`config.mk`:
```
export PLATFORM = sky130hd
export DESIGN_NAME = adc_trig_ctl
export DESIGN_NICKNAME = d
export VERILOG_FILES = /design/src/rtl/adc_trig_pkg.sv /design/src/rtl/adc_trig_sync_edge.sv /design/src/rtl/adc_trig_delay.sv /design/src/rtl/adc_trig_seq.sv /design/src/rtl/adc_trig_ctl.sv
export SDC_FILE = /design/constraint.sdc
export NUM_CORES = 1
export LEC_CHECK = 0
export BUFFER_PORTS_ARGS = -buffer_cell sky130_fd_sc_hd__buf_2
export CAP_MARGIN = 20
export CORE_ASPECT_RATIO = 0.6
export CORE_MARGIN = 8
export CORE_UTILIZATION = 46
export DETAILED_ROUTE_END_ITERATION = 7
export PLACE_DENSITY = 0.81
export RECOVER_POWER = 100
export SKIP_LAST_GASP = 1
export SLEW_MARGIN = 15
export SYNTH_ARGS = -nofsm -noshare
export SYNTH_HDL_FRONTEND = slang
export SYNTH_SLANG_ARGS = --single-unit
```
`constraint.sdc`:
```
create_clock -name clk -period 1.7 [get_ports clk]
set_input_delay 0.255 -clock clk [delete_from_list [all_inputs] [get_ports clk]]
set_output_delay 0.255 -clock clk [all_outputs]
set_load 0.05 [all_outputs]
```
`src/rtl/adc_trig_pkg.sv`:
```
package adc_trig_pkg;

    typedef enum logic [1:0] {
        ST_IDLE = 2'd0,
        ST_WAIT = 2'd1,
        ST_CONV = 2'd2
    } seq_state_e;

    // mode register fields, bit 2 down to bit 0
    typedef struct packed {
        logic auto_mode;
        logic pin_sel;
        logic fall_pol;
    } mode_t;

    // status flags, bit 2 down to bit 0
    typedef struct packed {
        logic converting;
        logic triggered;
        logic armed;
    } stat_t;

    localparam int REG_MODE  = 0;
    localparam int REG_START = 1;
    localparam int REG_STAT  = 2;
    localparam int REG_WAIT  = 3;

    function automatic logic edge_hit(logic cur, logic prev, logic fall);
        return fall ? (prev & ~cur) : (cur & ~prev);
    endfunction

endpackage

```
`src/rtl/adc_trig_sync_edge.sv`:
```
module adc_trig_sync_edge #(
    parameter int SYNC_STAGES = 2
) (
    input  logic clk,
    input  logic rst,
    input  logic pin,
    input  logic fall,
    output logic hit
);
    import adc_trig_pkg::*;

    logic [SYNC_STAGES-1:0] chain_q;
    logic                   prev_q;

    generate
        if (SYNC_STAGES == 1) begin : g_one
            always_ff @(posedge clk) begin
                if (rst) chain_q <= '0;
                else     chain_q <= pin;
            end
        end else begin : g_many
            always_ff @(posedge clk) begin
                if (rst) chain_q <= '0;
                else     chain_q <= {chain_q[SYNC_STAGES-2:0], pin};
            end
        end
    endgenerate

    always_ff @(posedge clk) begin
        if (rst) prev_q <= 1'b0;
        else     prev_q <= chain_q[SYNC_STAGES-1];
    end

    assign hit = edge_hit(chain_q[SYNC_STAGES-1], prev_q, fall);

endmodule

```
`src/rtl/adc_trig_delay.sv`:
```
module adc_trig_delay #(
    parameter int DLY_W = 8
) (
    input  logic             clk,
    input  logic             rst,
    input  logic             load,
    input  logic [DLY_W-1:0] load_val,
    input  logic             count_en,
    output logic             expired
);
    logic [DLY_W-1:0] cnt_q;

    assign expired = (cnt_q == '0);

    always_ff @(posedge clk) begin
        if (rst)                       cnt_q <= '0;
        else if (load)                 cnt_q <= load_val;
        else if (count_en && !expired) cnt_q <= cnt_q - 1'b1;
    end

endmodule

```
`src/rtl/adc_trig_seq.sv`:
```
module adc_trig_seq
    import adc_trig_pkg::*;
(
    input  logic  clk,
    input  logic  rst,
    input  logic  pin_sel,
    input  logic  auto_mode,
    input  logic  start_wr,
    input  logic  pin_hit,
    input  logic  dly_expired,
    input  logic  conv_done,
    output stat_t stat,
    output logic  dly_load,
    output logic  dly_run,
    output logic  soc
);
    seq_state_e state_q;
    logic       armed_q;
    logic       busy;
    logic       trig_ev;
    logic       finish;

    assign busy    = (state_q != ST_IDLE);
    assign trig_ev = !busy && (pin_sel ? (pin_hit && (auto_mode || armed_q)) : start_wr);
    assign finish  = (state_q == ST_CONV) && conv_done;

    always_ff @(posedge clk) begin
        if (rst) begin
            state_q <= ST_IDLE;
        end else begin
            unique case (state_q)
                ST_IDLE: if (trig_ev)     state_q <= ST_WAIT;
                ST_WAIT: if (dly_expired) state_q <= ST_CONV;
                ST_CONV: if (conv_done)   state_q <= ST_IDLE;
                default:                  state_q <= ST_IDLE;
            endcase
        end
    end

    always_ff @(posedge clk) begin
        if (rst)                   armed_q <= 1'b0;
        else if (finish)           armed_q <= 1'b0;
        else if (start_wr && !busy) armed_q <= 1'b1;
    end

    assign dly_load        = trig_ev;
    assign dly_run         = (state_q == ST_WAIT);
    assign soc             = (state_q == ST_WAIT) && dly_expired;
    assign stat.armed      = armed_q;
    assign stat.triggered  = busy;
    assign stat.converting = (state_q == ST_CONV);

endmodule

```
`src/rtl/adc_trig_ctl.sv`:
```
module adc_trig_ctl
    import adc_trig_pkg::*;
#(
    parameter int ADDR_W      = 2,
    parameter int DATA_W      = 16,
    parameter int DLY_W       = 8,
    parameter int SYNC_STAGES = 2
) (
    input  logic              clk,
    input  logic              rst,
    input  logic [ADDR_W-1:0] bus_addr,
    input  logic              bus_wr,
    input  logic [DATA_W-1:0] bus_wdata,
    output logic [DATA_W-1:0] bus_rdata,
    input  logic              async_trig_in,
    input  logic              conv_done_in,
    output logic              soc_out
);
    localparam int MODE_W = $bits(mode_t);
    localparam int STAT_W = $bits(stat_t);

    mode_t            mode_q;
    logic [DLY_W-1:0] wait_q;
    stat_t            stat;
    logic [2:0]       stat_w;
    logic             start_wr;
    logic             pin_hit;
    logic             dly_load;
    logic             dly_run;
    logic             dly_expired;
    logic             unused_wdata;

    assign unused_wdata = ^bus_wdata;
    assign start_wr     = bus_wr && (bus_addr == ADDR_W'(REG_START));
    assign stat_w       = stat;

    always_ff @(posedge clk) begin
        if (rst) begin
            mode_q <= '0;
            wait_q <= '0;
        end else if (bus_wr) begin
            if (bus_addr == ADDR_W'(REG_MODE)) mode_q <= mode_t'(bus_wdata[MODE_W-1:0]);
            if (bus_addr == ADDR_W'(REG_WAIT)) wait_q <= bus_wdata[DLY_W-1:0];
        end
    end

    always_comb begin
        bus_rdata = '0;
        if (bus_addr == ADDR_W'(REG_MODE)) bus_rdata[MODE_W-1:0] = mode_q;
        if (bus_addr == ADDR_W'(REG_STAT)) bus_rdata[STAT_W-1:0] = stat;
        if (bus_addr == ADDR_W'(REG_WAIT)) bus_rdata[DLY_W-1:0]  = wait_q;
    end

    adc_trig_sync_edge #(.SYNC_STAGES(SYNC_STAGES)) u_sync (
        .clk  (clk),
        .rst  (rst),
        .pin  (async_trig_in),
        .fall (mode_q.fall_pol),
        .hit  (pin_hit)
    );

    adc_trig_delay #(.DLY_W(DLY_W)) u_delay (
        .clk      (clk),
        .rst      (rst),
        .load     (dly_load),
        .load_val (wait_q),
        .count_en (dly_run),
        .expired  (dly_expired)
    );

    adc_trig_seq u_seq (
        .clk         (clk),
        .rst         (rst),
        .pin_sel     (mode_q.pin_sel),
        .auto_mode   (mode_q.auto_mode),
        .start_wr    (start_wr),
        .pin_hit     (pin_hit),
        .dly_expired (dly_expired),
        .conv_done   (conv_done_in),
        .stat        (stat),
        .dly_load    (dly_load),
        .dly_run     (dly_run),
        .soc         (soc_out)
    );

endmodule

```
Word level (Yosys, flattened, before mapping)
Index checks and enable logic that the tools add are counted.

word-level totals
  bits in registers = 25
  latch bits = 0
  RAM bits = 0
  memory bits (read-only) = 0
  input port bits = 23
  word-level logic and storage cells = 52
  memories kept = 0

cells by class
  add/subtract/negate cells = 1
  multiply operators = 0
  div/mod/pow operators = 0
  order comparisons = 0
  equality and inequality tests = 8
  shift-type cells = 0
  mux-type cells = 11
  bitwise gates (word level) = 4
  reductions and logical operators = 19

operator list
  cell                   count
  $mux W8                3
  $logic_not A8 Y1       1
  $sub A8 B1 Y8 const B  1
  $logic_and A1 B1 Y1    7
  $eq A2 B2 Y1 const B   3
  $mux W2                3
  $mux W3                2
  $ne A2 B2 Y1 const B   3
  $pmux W2 S3            1
  $eq A2 B1 Y1 const B   2
  $logic_not A2 Y1       2
  $reduce_and A2 Y1      2
  $reduce_bool A2 Y1     2
  $reduce_and A3 Y1      1
  $and A1 B1 Y1          2
  $logic_not A1 Y1       2
  $mux W1                2
  $not A1 Y1             2
  $reduce_or A2 Y1       1
  $logic_or A1 B1 Y1     1

Logic depth before layout (Yosys ltp)
  word-level depth = 8
  depth in mapped cells = 6
  gate-level depth less buffers = 6

Hierarchy
Synthesis repeated with hierarchy kept, for this count alone.

unflattened totals
  cells, all modules = 161
  area total of the unflattened synthesis = 1,506.4 um^2

by module, submodules not included
  module              times used  cells an instance  area an instance (um^2)  sequential area each (um^2)
  adc_trig_ctl        1           71                 686.9                    220.2
  adc_trig_delay      1           59                 515.5                    160.2
  adc_trig_seq        1           22                 202.7                    60.1
  adc_trig_sync_edge  1           9                  101.3                    60.1

Worst setup path after synthesis
No wires, ideal clock.

  kind = flip-flop to flip-flop
  start = register u_delay.cnt_q[0]
  end = register u_seq.state_q[1]
  library setup time = 0.065 ns
  data arrival time = 2.024 ns
  path slack = -0.389 ns
  cell stages (with the launch flop) = 7
  buffers on the path = 0
  cell sequence = dfxtp_1 > inv_1 > ha_1 > or3b_2 > nor3_2 > o21ba_1 > nor2_1

on the way
  longest elaborated chain between the ends = 3

RTL lines
  item                         line                  source
  from (decl)                  adc_trig_delay.sv:11  logic [DLY_W-1:0] cnt_q;
  from (signal assigned)       adc_trig_delay.sv:17  else if (load) cnt_q <= load_val;
  from (signal assigned)       adc_trig_delay.sv:18  else if (count_en && !expired) cnt_q <= cnt_q - 1'b1;
  $logic_not A8 Y1             adc_trig_delay.sv:13  assign expired = (cnt_q == '0);
  $ne A2 B2 Y1 (no line)       n/a
  $reduce_and A3 Y1 (no line)  n/a
  to (signal assigned)         adc_trig_seq.sv:29    state_q <= ST_IDLE;
  to (signal assigned)         adc_trig_seq.sv:32    ST_IDLE: if (trig_ev) state_q <= ST_WAIT;
  to (signal assigned)         adc_trig_seq.sv:33    ST_WAIT: if (dly_expired) state_q <= ST_CONV;
  to (decl)                    adc_trig_seq.sv:17    seq_state_e state_q;

Every way passes these cells.
A chain may end at the register's enable or synchronous reset.

Final worst setup path
  start = register u_delay.cnt_q[0]
  end = output port soc_out

on the way
  longest elaborated chain between the ends = 2

RTL lines
  item                 line                  source
  $logic_not A8 Y1     adc_trig_delay.sv:13
  $logic_and A1 B1 Y1  adc_trig_seq.sv:48    assign soc = (state_q == ST_WAIT) && dly_expired;
  to (decl)            adc_trig_ctl.sv:17    output logic soc_out

Every way passes these cells.

==> results.txt <==
Clock network latency to the later pin of the worst-skew pair -> 0.27 ns
Summed negative setup slack over all endpoints -> -0.692 ns
Critical Path Source Type -> flop
Maximum number of pins on one net before global-route repair -> 26
TritonCTS clock tree -> built
Tcrit/Tclk final -> 109%
Worst flop-to-flop path startpoint -> u_delay.cnt_q[0]$_SDFFE_PP0P_
H-tree depth -> 1
Number of vias per cell after detailed routing -> 5.55
Netlist area before placement -> 1390 µm²
Vertical die dimension -> 58.6 µm
Average detailed-routed wire length per instance -> 15.7 µm
Placement row count -> 15
R2R cell count -> 8
DRC errors left -> 0
Stages on worst setup path -> 5
Result of the run -> finished, violations left
Quantity of I/O buffers inserted on ports -> 23
Number of DRC violations after detailed-routing iteration 0 -> 137
Number of unique standard cell types used by synthesis -> 47
Highest-delay cell along the critical path -> sky130_fd_sc_hd__or3b_4
Overall die area -> 5090 µm²
Leakage power -> 0.774 nW
Initial core utilization -> 48.4%
Critical hold path startpoint -> async_trig_in
Number of antenna violations at the first check in global routing -> 0
Number of failing hold endpoints at the final stage -> 0
Violations in the final reports -> setup timing
Number of clock sinks -> 25
Final-report max-slew violation count -> 0
Unrepaired setup endpoints after global routing -> yes
Count of buffering cells on the critical path with inverters included -> 2
Number of antenna cells inserted -> 0
Max-slew headroom at the worst pin -> 27.3%
Type of the worst setup path -> flop to output pin
Max VDD drop -> 0.521 mV
Synth-to-layout area growth -> 24.8%
Endpoint of the worst hold path -> u_sync.chain_q[0]$_SDFF_PP0_
CTS Buffer Depth -> 2
Area taken by flip-flops and latches -> 508 µm²
Peak clock frequency supported by timing -> 0.540 GHz
Arrival time worst endpoint -> 1.60 ns
Number of flops mapped to enable cells by yosys -> 0
Gate count after technology mapping -> 159
Avg Cell Area, Syn -> 8.73 µm²
Synth Warn # -> 0
Setup violation total in the final timing report -> 7
Post-route minimum period -> 1.85 ns
Total grt overflow -> 0
Maximum single-stage delay on the critical path -> 0.39 ns
Clock root cell -> sky130_fd_sc_hd__clkbuf_8
DP Area -> 1590 µm²
Worst reg2reg endpoint -> u_delay.cnt_q[0]$_SDFFE_PP0P_
Total global routing track utilization -> 14.6%
Via total after detailed routing -> 1326
TritonCTS Buffers -> 3
Cell Pwr Density -> 684 nW/µm²
Worst hold path class -> input port to flop
Max-Cap Viols -> 0
Via count of the first global-routing pass -> 1202
Detailed-routing iteration count for the pre-antenna-repair pass -> 4
Routed WL -> 3760 µm
Number of flip-flops and latches in the synthesized netlist -> 25
Kind of end point of the critical path -> output pin
Hold Path Stages -> 2
Core Region -> 2870 µm²
Boundary Pins -> 40
Setup skew after layout -> 0.00327 ns
Minimum setup slack among reg-to-reg paths -> -0.11 ns
Slew at the pin with the worst max-slew slack -> 1.09 ns
Setup slack of the critical path after layout -> -0.150 ns
Most used DFF post-synth -> sky130_fd_sc_hd__dfxtp_1
Post-route cell area -> 1730 µm²
Largest delay share family, worst path -> simple AND/OR/NAND/NOR gates
Share of post-route cells with drive strength above 1 -> 32.0%
Cells after DPL -> 226
Cell-by-cell trace of the critical path -> inv_2 -> ha_4 -> or3b_4 -> nor3_4 -> buf_6
Sequential cell area fraction in the yosys report -> 36.0%
Nets -> 223
First-pass GRT wire length -> 5850 µm
Width of the chip -> 86.9 µm
Post-DRT Antenna Nets -> 0
Worst-path clk slew -> 0.09 ns
Maximum fanout along the worst path -> 3
Final Non-Filler Cells -> 239
# fillers -> 250
Share of synthesized flip-flops with an asynchronous set or reset -> 0%
Required time at the endpoint of the critical path -> 1.44 ns
Routability Congestion -> 0.967
Post-DP HPWL -> 2790 µm
Area of combinational cells with multiple inputs -> 841 µm²
[worst reg2reg max path, delay by kind of cell (launching register included)]
kind | cells | cell delay, ns
flip-flops | 1 | 0.33
AND/OR/NAND/NOR | 2 | 0.49
adder cells (fa/ha/maj) | 1 | 0.13
AO/OA/AOI/OAI | 2 | 0.31
buffers and inverters | 3 | 0.40
[per-stage QoR]
step	hold WS [ns]	util [%]	setup WS, ns	total power [W]
global placement	0.419	55.4	0.0522	0.000815
floorplan	0.324	-	-0.0726	0.000782
detailed placement	0.435	55.4	0.0125	0.000823
CTS	0.205	57.7	-0.133	0.00119
global route	0.195	60.3	-0.242	0.00124
finish	0.200	60.3	-0.150	0.00119
[layer usage]
| layer | track usage [%] | up-vias | share of wire [%] |
|---|---|---|---|
| met5 | 0 | - | 0 |
| li1 | - | 647 | - |
| met1 | 19.2 | 623 | 46 |
| met4 | 1.95 | 0 | 0.19 |
| met3 | 4.02 | 3 | 8.0 |
| met2 | 23.7 | 53 | 46 |
[area by class of cell]
cell class,count,area share (%)
tap,42,3.03
inverter,5,1.08
multi-input combinational,121,48.5
clock inverter,1,0.433
sequential,25,29.3
clock buffer,3,2.38
timing repair buffer,42,15.2
[timing repair]
item	in CTS	in global routing
hold buffers	0	0
setup buffers	1	8
resized for setup	5	10
setup endpoints to repair	2	9
pin swaps	2	3
[where the power goes]
part	total (W)	internal, W	switching, W
Clock	0.000366	0.000166	0.000199
Combinational	0.000199	0.0000682	0.000131
Sequential	0.000621	0.000602	0.0000185
Total	0.00119	0.000837	0.000349
[placed cells by master, fill, tap and decap left out, types with 4 or more instances in the layout]
| master | Yosys | routed |
|---|---|---|
| sky130_fd_sc_hd__nor2_1 | 18 | 18 |
| sky130_fd_sc_hd__and3_1 | 5 | 5 |
| sky130_fd_sc_hd__buf_2 | 0 | 13 |
| sky130_fd_sc_hd__o21ai_0 | 12 | 11 |
| sky130_fd_sc_hd__mux2i_1 | 12 | 12 |
| sky130_fd_sc_hd__a31oi_1 | 10 | 10 |
| sky130_fd_sc_hd__nand4_1 | 6 | 6 |
| sky130_fd_sc_hd__dfxtp_1 | 25 | 21 |
| sky130_fd_sc_hd__clkbuf_2 | 1 | 6 |
| sky130_fd_sc_hd__buf_4 | 8 | 18 |
| sky130_fd_sc_hd__nand2b_1 | 4 | 4 |
| sky130_fd_sc_hd__conb_1 | 1 | 8 |
[sequential cells by signal, indices dropped and copies added, names as in the netlist]
signal and flops:
u_sync.chain_q 2, mode_q 3, u_seq.armed_q 1, wait_q 8
u_delay.cnt_q 8, u_seq.state_q 2, u_sync.prev_q 1
[cell families (layout without fill, tap and decap cells)]
group | after synthesis | after routing | share of synthesized area [%]
AO/OA/AOI/OAI | 38 | 38 | 19.6
other | 1 | 8 | 0.270
flip-flops | 25 | 25 | 36.0
buffers and inverters | 20 | 51 | 7.66
AND/OR/NAND/NOR | 60 | 60 | 25.4
XOR/XNOR | 1 | 1 | 0.631
multiplexers | 12 | 12 | 8.65
adder cells (fa/ha/maj) | 2 | 2 | 1.80
[worst max path at each step]
stage,start,endpoint
3_3_place_gp,u_delay.cnt_q[1]$_SDFFE_PP0P_,soc_out
3_5_place_dp,u_delay.cnt_q[1]$_SDFFE_PP0P_,soc_out
2_1_floorplan,u_delay.cnt_q[1]$_SDFFE_PP0P_,u_seq.state_q[1]$_SDFFE_PP0P_
5_1_grt,u_delay.cnt_q[1]$_SDFFE_PP0P_,soc_out
4_1_cts,u_delay.cnt_q[4]$_SDFFE_PP0P_,soc_out
6_report,u_delay.cnt_q[0]$_SDFFE_PP0P_,soc_out
[Yosys cell counts, types with 2 or more instances]
cell	n	area [µm²]
sky130_fd_sc_hd__dfxtp_1	25	500
sky130_fd_sc_hd__nor2_1	18	67.6
sky130_fd_sc_hd__mux2i_1	12	120
sky130_fd_sc_hd__o21ai_0	12	60.1
sky130_fd_sc_hd__a31oi_1	10	62.6
sky130_fd_sc_hd__buf_4	8	60.1
sky130_fd_sc_hd__clkbuf_1	6	22.5
sky130_fd_sc_hd__nand4_1	6	37.5
sky130_fd_sc_hd__and3_1	5	31.3
sky130_fd_sc_hd__inv_1	5	18.8
sky130_fd_sc_hd__nand2b_1	4	25.0
sky130_fd_sc_hd__nor2b_1	3	18.8
sky130_fd_sc_hd__nor3b_1	3	22.5
sky130_fd_sc_hd__or3_2	3	22.5
sky130_fd_sc_hd__a22o_1	2	17.5
sky130_fd_sc_hd__ha_1	2	25.0
sky130_fd_sc_hd__nand2_1	2	7.51
sky130_fd_sc_hd__nand3_1	2	10.0
sky130_fd_sc_hd__o2111ai_1	2	17.5
sky130_fd_sc_hd__or2_2	2	12.5
Note: power is estimated with default switching activity, not from simulation.
